$ cat src/rtl/fastio_pkg.sv
package fastio_pkg;

   // Byte offsets in the register window; the alias offsets decide the write action.
   localparam logic [3:0] OFS_DIR  = 4'h0;
   localparam logic [3:0] OFS_DATA = 4'h2;
   localparam logic [3:0] OFS_OWN  = 4'h4;
   localparam logic [3:0] OFS_CLR  = 4'h6;
   localparam logic [3:0] OFS_SET  = 4'hA;
   localparam logic [3:0] OFS_TOG  = 4'hE;

   typedef enum logic [2:0] {
      TGT_NONE,
      TGT_DIR,
      TGT_DATA,
      TGT_OWN,
      TGT_CLR,
      TGT_SET,
      TGT_TOG
   } fastio_tgt_e;

endpackage

$ cat src/rtl/fastio_decode.sv
module fastio_decode
   import fastio_pkg::*;
#(
   parameter int AW = 4
) (
   input  logic [AW-1:0] addr,
   output fastio_tgt_e   tgt
);

   logic hi_zero;

   generate
      if (AW > 4) begin : g_hi
         assign hi_zero = (addr[AW-1:4] == '0);
      end else begin : g_nohi
         assign hi_zero = 1'b1;
      end
   endgenerate

   always_comb begin
      tgt = TGT_NONE;
      unique case (addr[3:0])
         OFS_DIR:  tgt = TGT_DIR;
         OFS_DATA: tgt = TGT_DATA;
         OFS_OWN:  tgt = TGT_OWN;
         OFS_CLR:  tgt = TGT_CLR;
         OFS_SET:  tgt = TGT_SET;
         OFS_TOG:  tgt = TGT_TOG;
         default:  tgt = TGT_NONE;
      endcase
      if (!hi_zero) tgt = TGT_NONE;
   end

endmodule

$ cat src/rtl/fastio_sync.sv
module fastio_sync #(
   parameter int WIDTH  = 16,
   parameter int STAGES = 2
) (
   input  logic             clk,
   input  logic             rst_n,
   input  logic [WIDTH-1:0] d,
   output logic [WIDTH-1:0] q
);

   logic [WIDTH-1:0] stg [STAGES];

   always_ff @(posedge clk or negedge rst_n) begin
      if (!rst_n) begin
         for (int k = 0; k < STAGES; k++) stg[k] <= '0;
      end else begin
         stg[0] <= d;
         for (int k = 1; k < STAGES; k++) stg[k] <= stg[k-1];
      end
   end

   assign q = stg[STAGES-1];

endmodule

$ cat src/rtl/fastio_pinmux.sv
module fastio_pinmux #(
   parameter int WIDTH = 16
) (
   input  logic [WIDTH-1:0] own,
   input  logic [WIDTH-1:0] fast_out,
   input  logic [WIDTH-1:0] fast_oe,
   input  logic [WIDTH-1:0] gp_out,
   input  logic [WIDTH-1:0] gp_oe,
   input  logic [WIDTH-1:0] pin_in,
   output logic [WIDTH-1:0] pin_out,
   output logic [WIDTH-1:0] pin_oe,
   output logic [WIDTH-1:0] gp_in
);

   generate
      for (genvar i = 0; i < WIDTH; i++) begin : g_pin
         assign pin_out[i] = own[i] ? fast_out[i] : gp_out[i];
         assign pin_oe[i]  = own[i] ? fast_oe[i]  : gp_oe[i];
         assign gp_in[i]   = own[i] ? 1'b0        : pin_in[i];
      end
   endgenerate

endmodule

$ cat src/rtl/fastio_bank.sv
module fastio_bank
   import fastio_pkg::*;
#(
   parameter int WIDTH       = 16,
   parameter int AW          = 4,
   parameter int SYNC_STAGES = 2
) (
   input  logic             clk,
   input  logic             rst_n,
   input  logic             bus_sel,
   input  logic             bus_wr,
   input  logic [AW-1:0]    bus_addr,
   input  logic [WIDTH-1:0] bus_wdata,
   output logic [WIDTH-1:0] bus_rdata,
   input  logic [WIDTH-1:0] pin_in,
   output logic [WIDTH-1:0] pin_out,
   output logic [WIDTH-1:0] pin_oe,
   input  logic [WIDTH-1:0] gp_out,
   input  logic [WIDTH-1:0] gp_oe,
   output logic [WIDTH-1:0] gp_in
);

   generate
      if (AW < 4) begin : g_bad_aw
         $error("fastio_bank: AW must cover the 4-bit register window");
      end
      if (WIDTH < 1) begin : g_bad_width
         $error("fastio_bank: WIDTH must be at least 1");
      end
      if (SYNC_STAGES < 2) begin : g_bad_sync
         $error("fastio_bank: SYNC_STAGES must be at least 2");
      end
   endgenerate

   logic [WIDTH-1:0] dir_q;
   logic [WIDTH-1:0] data_q;
   logic [WIDTH-1:0] own_q;
   logic [WIDTH-1:0] pin_sync;
   logic [WIDTH-1:0] data_view;
   fastio_tgt_e      tgt;
   logic             wr_go;
   logic             rd_go;

   assign wr_go = bus_sel & bus_wr;
   assign rd_go = bus_sel & ~bus_wr;

   fastio_decode #(.AW(AW)) u_decode (
      .addr (bus_addr),
      .tgt  (tgt)
   );

   fastio_sync #(.WIDTH(WIDTH), .STAGES(SYNC_STAGES)) u_sync (
      .clk   (clk),
      .rst_n (rst_n),
      .d     (pin_in),
      .q     (pin_sync)
   );

   // Register updates: one write action per cycle, chosen by the offset.
   always_ff @(posedge clk or negedge rst_n) begin
      if (!rst_n) begin
         dir_q  <= '0;
         data_q <= '0;
         own_q  <= '0;
      end else if (wr_go) begin
         unique case (tgt)
            TGT_DIR:  dir_q  <= bus_wdata;
            TGT_DATA: data_q <= bus_wdata;
            TGT_OWN:  own_q  <= bus_wdata;
            TGT_CLR:  data_q <= data_q & bus_wdata;
            TGT_SET:  data_q <= data_q | bus_wdata;
            TGT_TOG:  data_q <= data_q ^ bus_wdata;
            default:  ;
         endcase
      end
   end

   // Outputs read back the stored bit, inputs the synchronized pin level.
   assign data_view = (dir_q & data_q) | (~dir_q & pin_sync);

   always_comb begin
      bus_rdata = '0;
      if (rd_go) begin
         unique case (tgt)
            TGT_DIR:                            bus_rdata = dir_q;
            TGT_OWN:                            bus_rdata = own_q;
            TGT_DATA, TGT_CLR, TGT_SET, TGT_TOG: bus_rdata = data_view;
            default:                            bus_rdata = '0;
         endcase
      end
   end

   fastio_pinmux #(.WIDTH(WIDTH)) u_pinmux (
      .own      (own_q),
      .fast_out (data_q),
      .fast_oe  (dir_q),
      .gp_out   (gp_out),
      .gp_oe    (gp_oe),
      .pin_in   (pin_in),
      .pin_out  (pin_out),
      .pin_oe   (pin_oe),
      .gp_in    (gp_in)
   );

endmodule

$ cat config.mk
export PLATFORM = sky130hd
export DESIGN_NAME = fastio_bank
export DESIGN_NICKNAME = d
export VERILOG_FILES = /design/src/rtl/fastio_pkg.sv /design/src/rtl/fastio_decode.sv /design/src/rtl/fastio_sync.sv /design/src/rtl/fastio_pinmux.sv /design/src/rtl/fastio_bank.sv
export SDC_FILE = /design/constraint.sdc
export NUM_CORES = 1
export LEC_CHECK = 0
export CELL_PAD_IN_SITES_DETAIL_PLACEMENT = 0
export CELL_PAD_IN_SITES_GLOBAL_PLACEMENT = 1
export CORE_MARGIN = 1
export CORE_UTILIZATION = 50
export CTS_BUF_LIST = sky130_fd_sc_hd__clkbuf_2
export CTS_CLUSTER_SIZE = 25
export DETAILED_ROUTE_END_ITERATION = 6
export DONT_BUFFER_PORTS = 1
export MAX_ROUTING_LAYER = met4
export PLACE_DENSITY_LB_ADDON = 0.1
export SLEW_MARGIN = 0
export SYNTH_ARGS = -nofsm -noshare
export SYNTH_HDL_FRONTEND = slang
export SYNTH_SLANG_ARGS = --single-unit
$ cat constraint.sdc
create_clock -name clk -period 2.5 [get_ports clk]
set_clock_uncertainty 0.1 [all_clocks]
set_input_delay 0.625 -clock clk [delete_from_list [all_inputs] [get_ports clk]]
set_output_delay 0.625 -clock clk [all_outputs]
set_load 0.01 [all_outputs]
==> summary.txt <==
Power
  • Net switching power: slightly above 1 mW
  • Static leakage: around 2.4 nW
  • Sw frac: approximately 33%
  • Max IR drop VDD: 337 µV
  • Combinational power share: 24.5%
  • Int Pwr: 2.10 mW
  • Reg power frac: roughly 54%
  • Pwr dens: around 600 nW/µm²
  • Clock power frac: a little over a fifth

Worst setup path
  • Crit Path Class: reg2out
  • R2R depth: 6
  • Flop2flop setup slack: between 1 and 1.5 ns
  • WP buf/inv: 1
  • Critical path required time: 1.77 ns
  • Reg-to-Reg End: data_q[13]
  • Worst EP arrival: ~1.8 ns
  • Worst-path fanout max: 5
  • Critical path capture point type: output pin
  • Slowest CP cell: dfrtp_1
  • CP delay by family, top: flip-flops
  • Crit path launch type: flip-flop
  • Crit-path cells: nand2_1 > o22ai_1 > or3_1 > a21oi_2 > buf_4
  • R2R Path Start: data_q[13]
  • Crit path largest cell delay: between 0.4 and 0.5 ns

Yosys
  • Number of flops mapped to enable cells by yosys: 0
  • Mapped cell area: roughly 4700 µm²
  • FFs w/ async S/R, synth: 100%
  • FF+latch count, synth: 80
  • Synthesized area per cell: 10.1 µm²
  • Sequential area share after synthesis: between 40% and 50%
  • Cells after Synth: around 460
  • Synth Area in XOR/XNOR: 0%
  • Yosys cell types: 35
  • Synth Area in Compound Gates: roughly 15%
  • Largest family of logic cells by synthesized area: multiplexers
  • Synth Area in Simple Gates: under 10%
  • Adder-cell area share of the yosys netlist: about 8.6%
  • Prevailing post-synth register cell: dfrtp_1
  • Yosys Warn Count: 0
  • Synthesized Nets: 563
  • Mux cell area share after synthesis: 17.1%

Placement
  • GP Congestion: 0.745
  • Placement Cell Area: 4880 µm²
  • Place WS: 0.136 ns
  • DP Wirelength: 7010 µm
  • IO Port Bufs: 0

Layout
  • Layout Nets: roughly 600
  • Finished Core Util: 58.9%
  • Antenna cells: 0
  • Layout cell share with drive strength beyond 1: around a fifth
  • Design area: about 5200 µm²
  • Filler instances: between 800 and 900
  • Area growth syn-to-layout: 11.9%

Global routing
  • Vias in the first global route: 3333
  • GRT overflow: 0
  • Initial antenna violation count: 0
  • GRT Overall Usage: 23.5%
  • First-pass GRT wire length: around 17000 µm
  • Largest net degree at the start of global routing: 81

CTS
  • Clock Latency Late Sink: between 0.5 and 0.6 ns
  • CTS buffer count: 9
  • Clk sinks: 80
  • Clock slew at reported path FFs: ~0.22 ns
  • H-tree depth: 3
  • CTS Buffer Depth: 2
  • CTS tree: done
  • Root buffer cell: clkbuf_2

Drt
  • Final wirelength: approximately 11000 µm
  • Final antenna-violating net count: 0
  • DRC: 6
  • DRT iter0 DRCs: 110
  • Via-to-Cell Ratio: around 5.7
  • Average wire per standard cell: about 18 µm
  • Detailed-router iteration count before antenna repair: 7
  • Vias: 3452

STA
  • Final period util: between 90% and 100%
  • Slew @ Worst Pin: 0.586 ns
  • TNS Setup: 0 ns
  • Tmin final: 2.48 ns
  • PnR worst setup slack: 0.0164 ns
  • Slew HR: 60.9%
  • Fin. max-slew vios: 0
  • # setup viols final: 0
  • Max Fclk: 403 MHz
  • Fin Hold WS: approximately 0.13 ns
  • RSZ-0062 raised after global routing: true
  • Hold Vio Cnt, Final: 0

Status
  • Status: finished with violations
  • Violated checks: DRC

Run
  • Max Cap Viol: 0

Die
  • Num ports: 136
  • Initial Util: 52.6%
  • FP Rows: 34
  • Die Span X: approximately 98 µm
  • DIE AREA: around 9700 µm²
  • Core area: 8850 µm²
  • Die H: 98.5 µm

Hold path
  • Worst hold path class: in2reg
  • Hold Path Sink: own_q[7]
  • WHS Path Cells: 1
  • Hold_sp: bus_wdata[7]
[per-layer routing]
metal,GRT usage [%],part of all wire (%),vias up
li1,-,-,1651
met1,30.8,45,1700
met2,37.9,49,94
met3,5.39,5.5,7
met4,4.36,0.70,0
met5,-,0,-
[how the worst max path moves through the flow]
stage | startpoint | to | slack, ns | cells after the start
after CTS | dir_q[14] | bus_rdata[14] | -0.03 | 5
final | dir_q[14] | bus_rdata[14] | 0.02 | 5
after floorplan | bus_addr[1] | bus_rdata[11] | 0.05 | 5
after detailed placement | bus_addr[1] | bus_rdata[1] | 0.14 | 5
after global routing | dir_q[14] | bus_rdata[14] | -0.13 | 5
after global placement | bus_addr[1] | bus_rdata[0] | 0.16 | 5
[logic make-up after synthesis]
| logic type | after synthesis |
|---|---|
| AO/OA/AOI/OAI | 109 |
| adder cells (fa/ha/maj) | 32 |
| buffers and inverters | 73 |
| flip-flops | 80 |
| multiplexers | 70 |
| AND/OR/NAND/NOR | 95 |
[area by class of cell]
class | instances | area, µm² | area share, %
well taps | 108 | 135 | 2.59
clock inverters | 6 | 61.3 | 1.18
clock buffers | 9 | 45.0 | 0.864
inverters | 48 | 180 | 3.46
flip-flops and latches | 80 | 2010 | 38.5
repair buffers | 50 | 438 | 8.40
multi-input cells | 306 | 2350 | 45.0
[worst reg2reg max path: stages (launching register included)]
cell and delay, ns:
dfrtp_1 0.48, inv_1 0.06, ha_1 0.26, nand3_1 0.06, o21ai_0 0.08, o32ai_1 0.22, o21ai_0 0.12
[per-stage QoR]
| stage | power [mW] | instances |
|---|---|---|
| global route | 3.34 | 607 |
| detailed placement | 2.43 | 571 |
| finish | 3.14 | 607 |
| global placement | 2.40 | 571 |
| CTS | 3.17 | 605 |
| floorplan | 2.28 | 459 |
[Yosys cell counts, types with 2 or more instances]
library cell / number / area share [%]
or3_1: 6 / 0.81
nand2_1: 32 / 2.6
nand2b_1: 3 / 0.40
inv_1: 48 / 3.9
nor2b_1: 17 / 2.3
o32ai_1: 2 / 0.38
buf_2: 8 / 0.86
mux2i_1: 22 / 4.7
a221oi_1: 3 / 0.56
buf_6: 2 / 0.48
nor2_1: 25 / 2.0
a21o_1: 3 / 0.48
mux2_4: 10 / 3.2
a21oi_1: 32 / 3.4
a32oi_1: 4 / 0.75
o21ai_0: 32 / 3.4
dfrtp_1: 80 / 43
ha_1: 32 / 8.6
clkbuf_1: 13 / 1.0
nand3_1: 4 / 0.43
o22a_1: 11 / 2.1
o31ai_1: 11 / 1.8
a211oi_1: 10 / 1.6
mux2_2: 38 / 9.2
[registers in the layout (all words and copies together) (netlist names)]
register    count
dir_q          16
u_sync.q       16
u_sync.stg     16
own_q          16
data_q         16
[layout by cell type (no fill, tap or decap), drive strengths merged, types with 2 or more instances in the layout]
cell type	netlist	routed
nor2b	18	18
mux2	48	48
o22a	11	11
and2	2	2
a21o	3	3
nand3	4	4
nor2	25	25
buf	11	33
clkinvlp	0	3
a32oi	4	4
o21ai	32	32
dfrtp	80	80
a21oi	32	32
mux2i	22	22
clkbuf	14	9
dlygate4sd3	0	17
a211oi	10	10
o31ai	11	11
a221oi	3	3
or3	6	6
nand2	32	32
o32ai	2	2
nand2b	3	3
ha	32	32
clkinv	0	2
inv	48	48
[repair_timing]
item,in CTS,in global routing
endpoints found under the setup margin,1,5
pin swaps,2,0
gates resized for setup,0,4
hold endpoints to repair,96,0
setup buffers,1,2
hold buffers,18,0
[power groups by stage]
stage	Clock, mW	Combinational [mW]	Sequential (mW)
after floorplan	0	0.629	1.65
after global placement	0	0.682	1.71
after detailed placement	0	0.704	1.72
after CTS	0.706	0.764	1.70
after global routing	0.744	0.867	1.73
final	0.673	0.768	1.70
No activity file was read; power rests on OpenSTA's default activity.
